File: src/rtl/rmw_pkg.sv
package rmw_pkg;
  localparam int RMW_OPW = 3;

  typedef enum logic [RMW_OPW-1:0] {
    OP_LOAD  = 3'd0,
    OP_STORE = 3'd1,
    OP_TAS   = 3'd2,
    OP_SWAP  = 3'd3,
    OP_FINC  = 3'd4,
    OP_LL    = 3'd5,
    OP_SC    = 3'd6,
    OP_RSVD  = 3'd7
  } rmw_op_e;
endpackage

File: src/rtl/rmw_rr_arbiter.sv
module rmw_rr_arbiter #(
  parameter int N = 4,
  localparam int IW = (N > 1) ? $clog2(N) : 1
) (
  input  logic          clk,
  input  logic          rst,
  input  logic [N-1:0]  req,
  output logic [N-1:0]  grant,
  output logic [IW-1:0] gnt_idx,
  output logic          gnt_any
);
  logic [IW-1:0] last_q;

  always_comb begin
    gnt_any = 1'b0;
    gnt_idx = '0;
    for (int off = 1; off <= N; off++) begin
      automatic int cand = int'(last_q) + off;
      if (cand >= N) cand = cand - N;
      if (!gnt_any && req[cand]) begin
        gnt_any = 1'b1;
        gnt_idx = IW'(cand);
      end
    end
  end

  assign grant = gnt_any ? (N'(1) << gnt_idx) : '0;

  always_ff @(posedge clk) begin
    if (rst)          last_q <= IW'(N - 1);
    else if (gnt_any) last_q <= gnt_idx;
  end
endmodule

File: src/rtl/rmw_link_slot.sv
module rmw_link_slot #(
  parameter int AW = 4
) (
  input  logic          clk,
  input  logic          rst,
  input  logic          set_i,
  input  logic          drop_i,
  input  logic          wr_i,
  input  logic [AW-1:0] addr_i,
  output logic          hit_o
);
  logic          armed_q;
  logic [AW-1:0] addr_q;

  always_ff @(posedge clk) begin
    if (rst) begin
      armed_q <= 1'b0;
      addr_q  <= '0;
    end else if (set_i) begin
      armed_q <= 1'b1;
      addr_q  <= addr_i;
    end else if (drop_i || (wr_i && addr_i == addr_q)) begin
      armed_q <= 1'b0;
    end
  end

  assign hit_o = armed_q && (addr_q == addr_i);
endmodule

File: src/rtl/rmw_exec.sv
module rmw_exec
  import rmw_pkg::*;
#(
  parameter int DW = 16
) (
  input  logic               en_i,
  input  logic [RMW_OPW-1:0] op_i,
  input  logic [DW-1:0]      old_i,
  input  logic [DW-1:0]      wdata_i,
  input  logic               link_ok_i,
  output logic               wr_o,
  output logic [DW-1:0]      wr_data_o,
  output logic [DW-1:0]      rsp_o,
  output logic               link_set_o,
  output logic               link_drop_o
);
  always_comb begin
    wr_o        = 1'b0;
    wr_data_o   = wdata_i;
    rsp_o       = old_i;
    link_set_o  = 1'b0;
    link_drop_o = 1'b0;
    if (en_i) begin
      case (rmw_op_e'(op_i))
        OP_STORE: begin
          wr_o  = 1'b1;
          rsp_o = '0;
        end
        OP_TAS: begin
          wr_o      = 1'b1;
          wr_data_o = DW'(1);
        end
        OP_SWAP: wr_o = 1'b1;
        OP_FINC: begin
          wr_o      = 1'b1;
          wr_data_o = old_i + DW'(1);
        end
        OP_LL: link_set_o = 1'b1;
        OP_SC: begin
          link_drop_o = 1'b1;
          wr_o        = link_ok_i;
          rsp_o       = link_ok_i ? DW'(1) : '0;
        end
        default: ;
      endcase
    end
  end
endmodule

File: src/rtl/atomic_rmw_unit.sv
module atomic_rmw_unit
  import rmw_pkg::*;
#(
  parameter int NREQ = 4,
  parameter int AW   = 4,
  parameter int DW   = 16
) (
  input  logic                    clk,
  input  logic                    rst,
  input  logic [NREQ-1:0]         req_valid,
  input  logic [NREQ*RMW_OPW-1:0] req_op,
  input  logic [NREQ*AW-1:0]      req_addr,
  input  logic [NREQ*DW-1:0]      req_wdata,
  output logic [NREQ-1:0]         req_grant,
  output logic [NREQ-1:0]         rsp_valid,
  output logic [DW-1:0]           rsp_data
);
  localparam int DEPTH = 1 << AW;
  localparam int IW    = (NREQ > 1) ? $clog2(NREQ) : 1;

  logic [IW-1:0]      gnt_idx;
  logic               gnt_any;
  logic [RMW_OPW-1:0] sel_op;
  logic [AW-1:0]      sel_addr;
  logic [DW-1:0]      sel_wdata;
  logic [DW-1:0]      old_word;
  logic [NREQ-1:0]    link_hit;
  logic               exe_wr, exe_set, exe_drop;
  logic [DW-1:0]      exe_wr_data, exe_rsp;
  logic [DW-1:0]      mem [DEPTH];

  rmw_rr_arbiter #(.N(NREQ)) u_arb (
    .clk(clk), .rst(rst),
    .req(rst ? '0 : req_valid),
    .grant(req_grant), .gnt_idx(gnt_idx), .gnt_any(gnt_any)
  );

  assign sel_op    = req_op[gnt_idx*RMW_OPW +: RMW_OPW];
  assign sel_addr  = req_addr[gnt_idx*AW +: AW];
  assign sel_wdata = req_wdata[gnt_idx*DW +: DW];
  assign old_word  = mem[sel_addr];

  rmw_exec #(.DW(DW)) u_exec (
    .en_i(gnt_any), .op_i(sel_op), .old_i(old_word), .wdata_i(sel_wdata),
    .link_ok_i(link_hit[gnt_idx]),
    .wr_o(exe_wr), .wr_data_o(exe_wr_data), .rsp_o(exe_rsp),
    .link_set_o(exe_set), .link_drop_o(exe_drop)
  );

  for (genvar i = 0; i < NREQ; i++) begin : g_link
    rmw_link_slot #(.AW(AW)) u_slot (
      .clk(clk), .rst(rst),
      .set_i(exe_set && req_grant[i]),
      .drop_i(exe_drop && req_grant[i]),
      .wr_i(exe_wr),
      .addr_i(sel_addr),
      .hit_o(link_hit[i])
    );
  end

  initial begin
    for (int w = 0; w < DEPTH; w++) mem[w] = '0;
  end

  always_ff @(posedge clk) begin
    if (exe_wr) mem[sel_addr] <= exe_wr_data;
  end

  always_ff @(posedge clk) begin
    if (rst) begin
      rsp_valid <= '0;
      rsp_data  <= '0;
    end else begin
      rsp_valid <= req_grant;
      if (gnt_any) rsp_data <= exe_rsp;
    end
  end
endmodule

File: config.mk
export PLATFORM = sky130hd
export DESIGN_NAME = atomic_rmw_unit
export DESIGN_NICKNAME = d
export VERILOG_FILES = /design/src/rtl/rmw_pkg.sv /design/src/rtl/rmw_rr_arbiter.sv /design/src/rtl/rmw_link_slot.sv /design/src/rtl/rmw_exec.sv /design/src/rtl/atomic_rmw_unit.sv
export SDC_FILE = /design/constraint.sdc
export NUM_CORES = 1
export LEC_CHECK = 0
export CAP_MARGIN = 25
export CORE_AREA = 5 5 206 128
export DETAILED_ROUTE_END_ITERATION = 10
export DIE_AREA = 0 0 211 133
export GPL_TIMING_DRIVEN = 0
export PLACE_DENSITY = 0.78
export SLEW_MARGIN = 15
export SYNTH_ARGS = -nofsm -noshare
export SYNTH_HDL_FRONTEND = slang
export SYNTH_SLANG_ARGS = --single-unit
File: constraint.sdc
create_clock -name clk -period 8.2 [get_ports clk]
set_clock_uncertainty 0.1 [all_clocks]
set_input_delay 1.23 -clock clk [delete_from_list [all_inputs] [get_ports clk]]
set_output_delay 1.23 -clock clk [all_outputs]
set_load 0.01 [all_outputs]
; Word-level counts from Yosys, hierarchy flattened
; Memories as Yosys holds them, arrays and structs flattened.
; Index checks and enable logic that the tools add are counted.
; Widths: inputs -> output; s select.
[totals]
ramBits = 256
n_memories = 1
regBits = 42
[op_classes]
multipliers = 1
n_shift = 4
eq_ne = 14
reduce_logical = 31
n_lt_le_gt_ge = 9
mux = 48
addsub = 9
[memory_table]
columns = name, depth, word_bits, read_ports, rd_ports_with_merged_regs, wr, line
row1 = mem, 16, 16, 1, 0, 1, atomic_rmw_unit.sv:30  ; logic [DW-1:0] mem [DEPTH];
[ops]
columns = operator, n
row1 = $ge 32x4->1 const B, 4
row2 = $lt 32x4->1 const B, 4
row3 = $mux 32, 4
row4 = $sub 32x4->32 const B, 4
row5 = $pmux 16 s2, 2
row6 = $shiftx 64x7->16, 1
row7 = $eq 4x4->1, 8
row8 = $mux 1, 29
row9 = $logic_and 1x1->1, 19
row10 = $add 16x1->16 const B, 1
row11 = $mux 16, 1
row12 = $shiftx 16x5->4, 1
row13 = $shiftx 12x5->3, 1
row14 = $bmux 1 s2, 5
row15 = $eq 3x3->1 const B, 3
row16 = $mux 2, 4
row17 = $mux 4, 2
row18 = $reduce_bool 2->1, 4
row19 = $add 2x2->3 const B, 2
row20 = $eq 3x2->1 const B, 2
row21 = $add 2x3->4 const B, 1
row22 = $logic_or 1x1->1, 4
row23 = $mul 2x2->4 const B, 1
row24 = $reduce_or 4->1, 1
row25 = other kinds (6), 8

; Longest topological paths before layout
; Gate-level depths: netlist of run 1.
[logic_depth]
depth_word = 27
mapped_depth = 20

; By module
; Synthesis of run 1 repeated with hierarchy kept, for this count alone.
[hier_totals]
hier_cells = 892
area_unflattened_um2 = 13030.0
[by_module_without_submodules]
columns = mod, cells_each, instances, area_per_inst_um2
row1 = atomic_rmw_unit, 657, 1, 11220.8
row2 = rmw_link_slot, 24, 4, 235.2
row3 = rmw_exec, 114, 1, 688.2
row4 = rmw_rr_arbiter, 25, 1, 180.2

; Least setup slack after synthesis of run 1
; OpenSTA, ideal clock, no wires.
[synth_path]
kind = input to register
start = input port req_valid[2]
end = memory mem[15][0], enable pin
path_buffers = 4
path_stages = 16
t_required_ns = 7.670
path_slack_ns = 2.077
t_arrival_ns = 5.593
path_cell_list = clkbuf_1 -> nor3b_1 -> o21bai_1 -> nand3_1 -> o21a_1 -> mux2i_1 -> nand2_1 -> buf_2 -> buf_2 -> xnor2_1 -> nor4_1 -> nand3_1 -> a31oi_1 -> o21bai_1 -> clkbuf_1 -> nor4_1
[synth_via]
elab_chain_cells = 23
[synth_lines]
columns = element, line
row1 = "start, declared", atomic_rmw_unit.sv:10  ; input logic [NREQ-1:0] req_valid,
row2 = $mux 4 *, atomic_rmw_unit.sv:34  ; .req(rst ? '0 : req_valid),
row3 = "parallel branches: the longest is 22 deep, another holds $bmux 1 s2", n/a
row4 = "end, declared", atomic_rmw_unit.sv:30
; Mark *: on every way between the ends. The select of a mux whose other input is x is not followed.

; Worst setup path in the final report of run 1
[layout_path]
start = input port req_valid[3]
end = memory mem[4][13], enable pin
; Same word-level chain as after synthesis.

==> impl_metrics.ini, run 1 <==
[run_status]
status = finished clean

[synth]
avgSynthCellArea_um2 = 11.95
yosysWarnings = 0
synth.distinct_cells = 79
ys_async_sr_fraction_pct = 0
synthTopCellsByArea = edfxtp_1 (56%), dfxtp_1 (6.1%), mux2i_1 (5.6%)
ys_seq_area_share_pct = 61.85
syn-cell-area_mm2 = 0.01379
synth_fp_nets = 1253
ys.flop_type = edfxtp_1
synth-edff-count = 256
synth-seq-cells = 298
synth_top_area_share_pct = 55.75
synthCells = 1154
yosys.area.top_type = edfxtp_1

[timing]
drv_slew = 0
relSlewSlack_pct = 31.12
worst_slack_ns = 0.7579
setup_viol = 0
fin_crit_ns = 7.442
tightest_slew_ns = 1.013
fin_crit_sh_pct = 90.76
rsz0062_at_grt = false
clock.fmax_mhz = 134.4
setup_tns_ns = 0
hold_viol_final = 0

[clocking]
post_cts_resized = 0
clk_path_buf_depth = 3
cts.sinks = 298
cts-root-buf = clkbuf_16
ctsHoldBuffers = 0
worstSkewPairLatency_ns = 0.56
clkSlewWorstSetupHoldPaths_ns = 0.07
cts_max_level = 1
cts_tree = yes
postCtsSetupRepairBufs = 0
numCtsBuffers = 27

[die]
core_mm2 = 0.02455
die_h_um = 133
die_w_um = 211
fp.dieArea_mm2 = 0.02806
pin_count = 122
start_util_pct = 56.17
rows = 45

[grt]
grt_pass1_vias = 10400
overflow = 0
antenna_found_initial = 0
grt_max_degree = 17
grt_first_pass_wirelength_um = 64090
grt.total_usage_pct = 30.17

[critical_path]
timing.rr.start = u_arb.last_q[0]$_SDFFE_PP1N_
crit_slowest_cell = nor4_2
cp_data_required_time_ns = 8.36
critical_path_peak_fanout = 10
crit_family = buffers and inverters
r2r_slack_ns = 1.64
criticalPathCategory = in2reg
start_kind = input pin
critPathArrivalTime_ns = 7.60
cp_slowest_stage_delay_ns = 0.77
crit_buf_inv = 5
crit_path_cell_trace = clkdlybuf4s50_1 -> and3b_1 -> o21bai_1 -> nand3_1 -> o21a_1 -> mux2i_1 -> nand2_1 -> clkbuf_1 -> xnor2_1 -> nor4_1 -> a221oi_1 -> a31oi_1 -> o21bai_1 -> clkbuf_1 -> nor4_2 -> buf_2 -> buf_4
worst_r2r_path_depth = 17
r2r-end = mem[4][13]$_DFFE_PP_
crit_path_end_kind = register

[placement]
gp_congestion = 0.9374
dp_hpwl_um = 31940
dp_slack_ns = 0.5359
io_buffers = 120

[power]
power_density_mw_per_mm2 = 277.1
vdd_drop_max_mv = 0.2100
power_leakage_uw = 0.005910

[cells_and_area]
seq_area_mm2 = 0.008528
multi_input_area_mm2 = 0.004974
drive_above_1_share_pct = 12.80
nets = 1453
fillers = 1747
antenna_cells = 0
syn_to_final_growth_pct = 21.73

[min_path]
worstHoldPathCells = 2
hold_path_end = rsp_data[8]$_SDFFE_PP0N_
min_from = rsp_data[8]$_SDFFE_PP0N_
hp-class = reg2reg

[drt]
routed_via_density = 6.540
wire_per_inst_um = 25.51
wirelength_um = 43470
num_vias = 11150
drtAntennaViolNets = 0
drt-initial-drc-count = 1673
drc = 0
drtPass1Iterations = 5

[flow_run]
maxCapViolCount = 0
area by class of cell:
class | instances | area share (%)
timing repair buffer | 171 | 9.608
multi-input combinational | 770 | 29.63
buffer | 73 | 2.095
tap | 329 | 2.452
clock inverter | 16 | 0.6783
sequential | 298 | 50.81
clock buffer | 34 | 4.442
inverter | 13 | 0.2907
registers in the layout, indices dropped and copies added, names as in the netlist:
name	count
mem	256
g_link.u_slot.addr_q	16
rsp_data	16
g_link.u_slot.armed_q	4
rsp_valid	4
u_arb.last_q	2
how the worst max path moves through the flow:
| stage | startpoint | endpoint | slack [ns] | cells past startpoint |
|---|---|---|---|---|
| 6_report | req_valid[3] | mem[4][13]$_DFFE_PP_ | 0.76 | 17 |
| 3_3_place_gp | req_valid[3] | mem[4][7]$_DFFE_PP_ | -1.92 | 15 |
| 5_1_grt | req_valid[3] | mem[6][13]$_DFFE_PP_ | 0.59 | 16 |
| 2_1_floorplan | req_valid[2] | mem[15][0]$_DFFE_PP_ | 2.08 | 16 |
| 4_1_cts | req_valid[3] | mem[4][13]$_DFFE_PP_ | 1.11 | 17 |
| 3_5_place_dp | req_valid[3] | mem[4][11]$_DFFE_PP_ | 0.54 | 17 |
layer usage:
| metal | vias to the layer above | wire length, µm | GRT usage [%] | part of all wire (%) |
|---|---|---|---|---|
| met5 | - | 0 | 0 | 0 |
| met4 | 0 | 1439 | 7.629 | 3.3 |
| met3 | 113 | 6124 | 9.668 | 14 |
| met2 | 766 | 18110 | 42.78 | 42 |
| met1 | 5446 | 17800 | 45.21 | 41 |
| li1 | 4820 | - | - | - |
through the flow:
| stage | power [µW] | hold slack (ns) | std cells | util, % | instance area (µm²) |
|---|---|---|---|---|---|
| after detailed placement | 3378 | 0.3512 | 1651 | 64.80 | 15910 |
| after global routing | 4802 | 0.3799 | 1704 | 68.38 | 16790 |
| after floorplan | 2795 | 0.3574 | 1154 | - | 13790 |
| after CTS | 4593 | 0.3634 | 1701 | 68.30 | 16770 |
| after global placement | 3286 | 0.3469 | 1603 | 62.74 | 15400 |
| final | 4651 | 0.3571 | 1704 | 68.38 | 16790 |
cells in the final DEF (no fill, tap or decap), types with 6 or more instances in the layout:
cell type,n
edfxtp_1,256
nand2_1,161
clkdlybuf4s50_1,120
mux2i_1,77
nor2_1,64
nand3_1,60
dfxtp_1,42
o21ai_0,41
clkbuf_1,38
buf_4,35
o22ai_1,34
a21oi_1,32
buf_2,28
clkbuf_16,28
a211oi_1,23
xnor2_1,18
a22oi_1,18
buf_6,17
o211ai_1,16
and3_1,14
inv_1,12
nor3_2,12
nor3_1,11
o21ai_1,10
a311oi_1,10
nand2b_1,9
mux2_2,8
o31ai_1,8
a21boi_0,7
nor4_2,7
buf_1,7
a31oi_1,7
nand4_1,7
clkinv_2,7
or4_1,6
a22o_1,6
o31ai_2,6
o22a_1,6
synthesized netlist by cell type, types with 7 or more instances:
cell and n:
a211oi_1 23, a21boi_0 7, a21oi_1 32, a22oi_1 18, a311oi_1 10, a31oi_1 7
and3_1 14, buf_1 7, buf_2 20, clkbuf_1 36, dfxtp_1 42, edfxtp_1 256
inv_1 12, mux2_2 8, mux2i_1 77, nand2_1 161, nand2b_1 9, nand3_1 60
nand4_1 7, nor2_1 64, nor3_1 21, nor4_1 11, o211ai_1 16, o21ai_0 45
o22ai_1 34, o31ai_1 13, xnor2_1 18
logic make-up after synthesis:
logic type,after synthesis,share of synthesized area (%)
flops,298,61.85
xor+xnor,23,1.461
buf+inv,86,2.904
fa+ha+maj,1,0.09072
simple gates,389,13.44
compound gates,270,13.81
mux,87,6.451
power breakdown:
part	internal (µW)	switching (µW)	leakage [µW]
Clock	679	563	0.000431
Combinational	499	1030	0.00283
Sequential	1860	24.2	0.00265
worst reg2reg max path, cell delays in order (launching register included):
cell and delay, ns:
dfxtp_1 0.30, buf_4 0.16, and3b_1 0.19, o21bai_1 0.46
nand3_1 0.28, o21a_1 0.35, mux2i_1 0.20, nand2_1 0.38
clkbuf_1 0.76, xnor2_1 0.15, nor4_1 0.45, a221oi_1 0.21
a31oi_1 0.38, o21bai_1 0.20, clkbuf_1 0.35, nor4_2 0.77
buf_2 0.38, buf_4 0.20
Power figures use the tool's default switching activity.
==> run 2: changes to the inputs <==
--- a/config.mk
+++ b/config.mk
@@ -9,8 +9,8 @@
 export CORE_AREA = 5 5 206 128
 export DETAILED_ROUTE_END_ITERATION = 10
 export DIE_AREA = 0 0 211 133
-export GPL_TIMING_DRIVEN = 0
 export PLACE_DENSITY = 0.78
+export SETUP_SLACK_MARGIN = 0.3
 export SLEW_MARGIN = 15
 export SYNTH_ARGS = -nofsm -noshare
 export SYNTH_HDL_FRONTEND = slang
==> run 2 against run 1 <==
Via count decreased by 5.2%. Critical path depth down 2. Worst setup slack improved by 0.37 ns. Highest routed layer unchanged.
==> impl_metrics.ini, run 2 (synthesis results as in run 1) <==
[critical_path]
cp_data_required_time_ns = 8.34
worst_r2r_path_depth = 14
r2r_slack_ns = 1.44
timing.rr.start = u_arb.last_q[0]$_SDFFE_PP1N_
r2r-end = mem[4][4]$_DFFE_PP_
crit_path_end_kind = register
criticalPathCategory = in2reg
start_kind = input pin
critical_path_peak_fanout = 24
critPathArrivalTime_ns = 7.21

[clocking]
cts_max_level = 1
numCtsBuffers = 27
clkSlewWorstSetupHoldPaths_ns = 0.06
cts.sinks = 298
clk_path_buf_depth = 3
ctsHoldBuffers = 0
worstSkewPairLatency_ns = 0.55
cts_tree = yes
cts-root-buf = clkbuf_16
postCtsSetupRepairBufs = 0
post_cts_resized = 0

[min_path]
min_from = rsp_data[8]$_SDFFE_PP0N_
worstHoldPathCells = 2
hold_path_end = rsp_data[8]$_SDFFE_PP0N_
hp-class = reg2reg

[cells_and_area]
fillers = 1764
regMostFlops = mem
syn_to_final_growth_pct = 19.98
largest_reg_flops = 256
layout_commonest_cell = edfxtp_1
antenna_cells = 0
mostFrequentLayoutCells = edfxtp_1 (256), nand2_1 (159), clkdlybuf4s50_1 (120), mux2i_1 (77), nor2_1 (63)
drive_above_1_share_pct = 11.70
nets = 1389
reg.largest.list = mem x256, g_link.u_slot.addr_q x16, rsp_data x16
instances_no_fill = 1637

[timing]
tightest_slew_ns = 1.096
rsz0062_at_grt = false
setup_tns_ns = 0
setup_viol = 0
relSlewSlack_pct = 26.95
fin_crit_sh_pct = 86.29
drv_slew = 0
hold_viol_final = 0
clock.fmax_mhz = 141.3
fin_crit_ns = 7.076

[die]
die_w_um = 211
fp.dieArea_mm2 = 0.02806
die_h_um = 133
pin_count = 122
rows = 45
start_util_pct = 56.17
core_mm2 = 0.02455

[power]
power_density_mw_per_mm2 = 282.2
vdd_drop_max_mv = 0.2117
power_leakage_uw = 0.005769

[drt]
drc = 0
drtAntennaViolNets = 0
wirelength_um = 40170
routed_via_density = 6.454
drt-initial-drc-count = 1345
drtPass1Iterations = 5
wire_per_inst_um = 24.54
num_vias = 10570

[placement]
dp_hpwl_um = 27420
dpl.cell_count = 1588
gp_congestion = 0.9248
io_buffers = 121

[grt]
antenna_found_initial = 0
overflow = 0
grt.total_usage_pct = 28.19
grt_first_pass_wirelength_um = 61240
grt_max_degree = 50
grt_pass1_vias = 10160

[run_status]
status = finished clean

[flow_run]
maxCapViolCount = 0
[run 2: cell count changes in the layout (fill, tap and decap cells not counted), sizes merged]
cell	change
clkbuf	-38
buf	-28
bufinv	+4
clkinv	-4
inv	-1
[run 2: area by class of cell]
cell class | instances | area (µm²) | area share [%]
Clock inverter | 15 | 215.2 | 1.301
Sequential cell | 298 | 8528 | 51.55
Tap cell | 329 | 411.6 | 2.488
Clock buffer | 32 | 694.4 | 4.197
Multi-Input combinational cell | 770 | 4972 | 30.05
Timing Repair Buffer | 180 | 1674 | 10.12
Inverter | 13 | 48.80 | 0.2949
[run 2: per-layer routing]
layer	vias to the layer above	share of wire (%)	track usage [%]
li1	4696	-	-
met2	595	43	40.67
met4	0	1.8	5.254
met3	72	13	9.265
met1	5203	43	42.31
met5	-	0	0
[run 2: through the flow]
stage                     utilization [%]  hold WS [ns]  worst slack, ns  instance area (µm²)  total power, µW
after floorplan                         -        0.3574            2.077                13790             2795
after global placement              63.60        0.3469           0.9242                15610             3297
after detailed placement            63.63        0.3620           0.6924                15620             3333
after CTS                           67.33        0.3764            1.243                16530             4633
after global routing                67.40        0.4112           0.7723                16540             4834
final                               67.40        0.3753            1.124                16540             4668
[run 2: how the worst max path moves through the flow]
| stage | startpoint | to | slack, ns | depth (start not counted) |
|---|---|---|---|---|
| 6_report | req_valid[1] | mem[4][4]$_DFFE_PP_ | 1.12 | 15 |
| 5_1_grt | req_valid[1] | mem[4][3]$_DFFE_PP_ | 0.77 | 15 |
| 4_1_cts | req_valid[1] | mem[4][3]$_DFFE_PP_ | 1.24 | 15 |
| 3_5_place_dp | req_valid[1] | mem[4][3]$_DFFE_PP_ | 0.69 | 15 |
| 3_3_place_gp | req_valid[1] | mem[4][3]$_DFFE_PP_ | 0.92 | 15 |
| 2_1_floorplan | req_valid[2] | mem[15][0]$_DFFE_PP_ | 2.08 | 16 |
[run 2: power breakdown]
group / internal (µW) / switching [µW]
registers: 1860 / 31.7
logic: 489 / 976
clock network: 764 / 551
[run 2: worst max-delay path: stages]
cell	delay, ns
clkdlybuf4s50_1	0.55
nor3b_1	0.22
a311oi_1	0.74
a21oi_1	0.20
o221ai_1	0.80
nand2_2	0.46
buf_12	0.31
xnor2_1	0.16
nor4_1	0.37
a221oi_1	0.16
a31oi_1	0.36
o21bai_2	0.26
buf_4	0.28
nor4_2	0.72
buf_4	0.35
==> run 3: changes to the inputs <==
--- a/config.mk
+++ b/config.mk
@@ -7,6 +7,7 @@
 export LEC_CHECK = 0
 export CAP_MARGIN = 25
 export CORE_AREA = 5 5 206 128
+export CTS_CLUSTER_DIAMETER = 100
 export DETAILED_ROUTE_END_ITERATION = 10
 export DIE_AREA = 0 0 211 133
 export PLACE_DENSITY = 0.78
==> results of run 3 <==
Same layout as run 2: the final DEF is identical, and so are final timing and power.
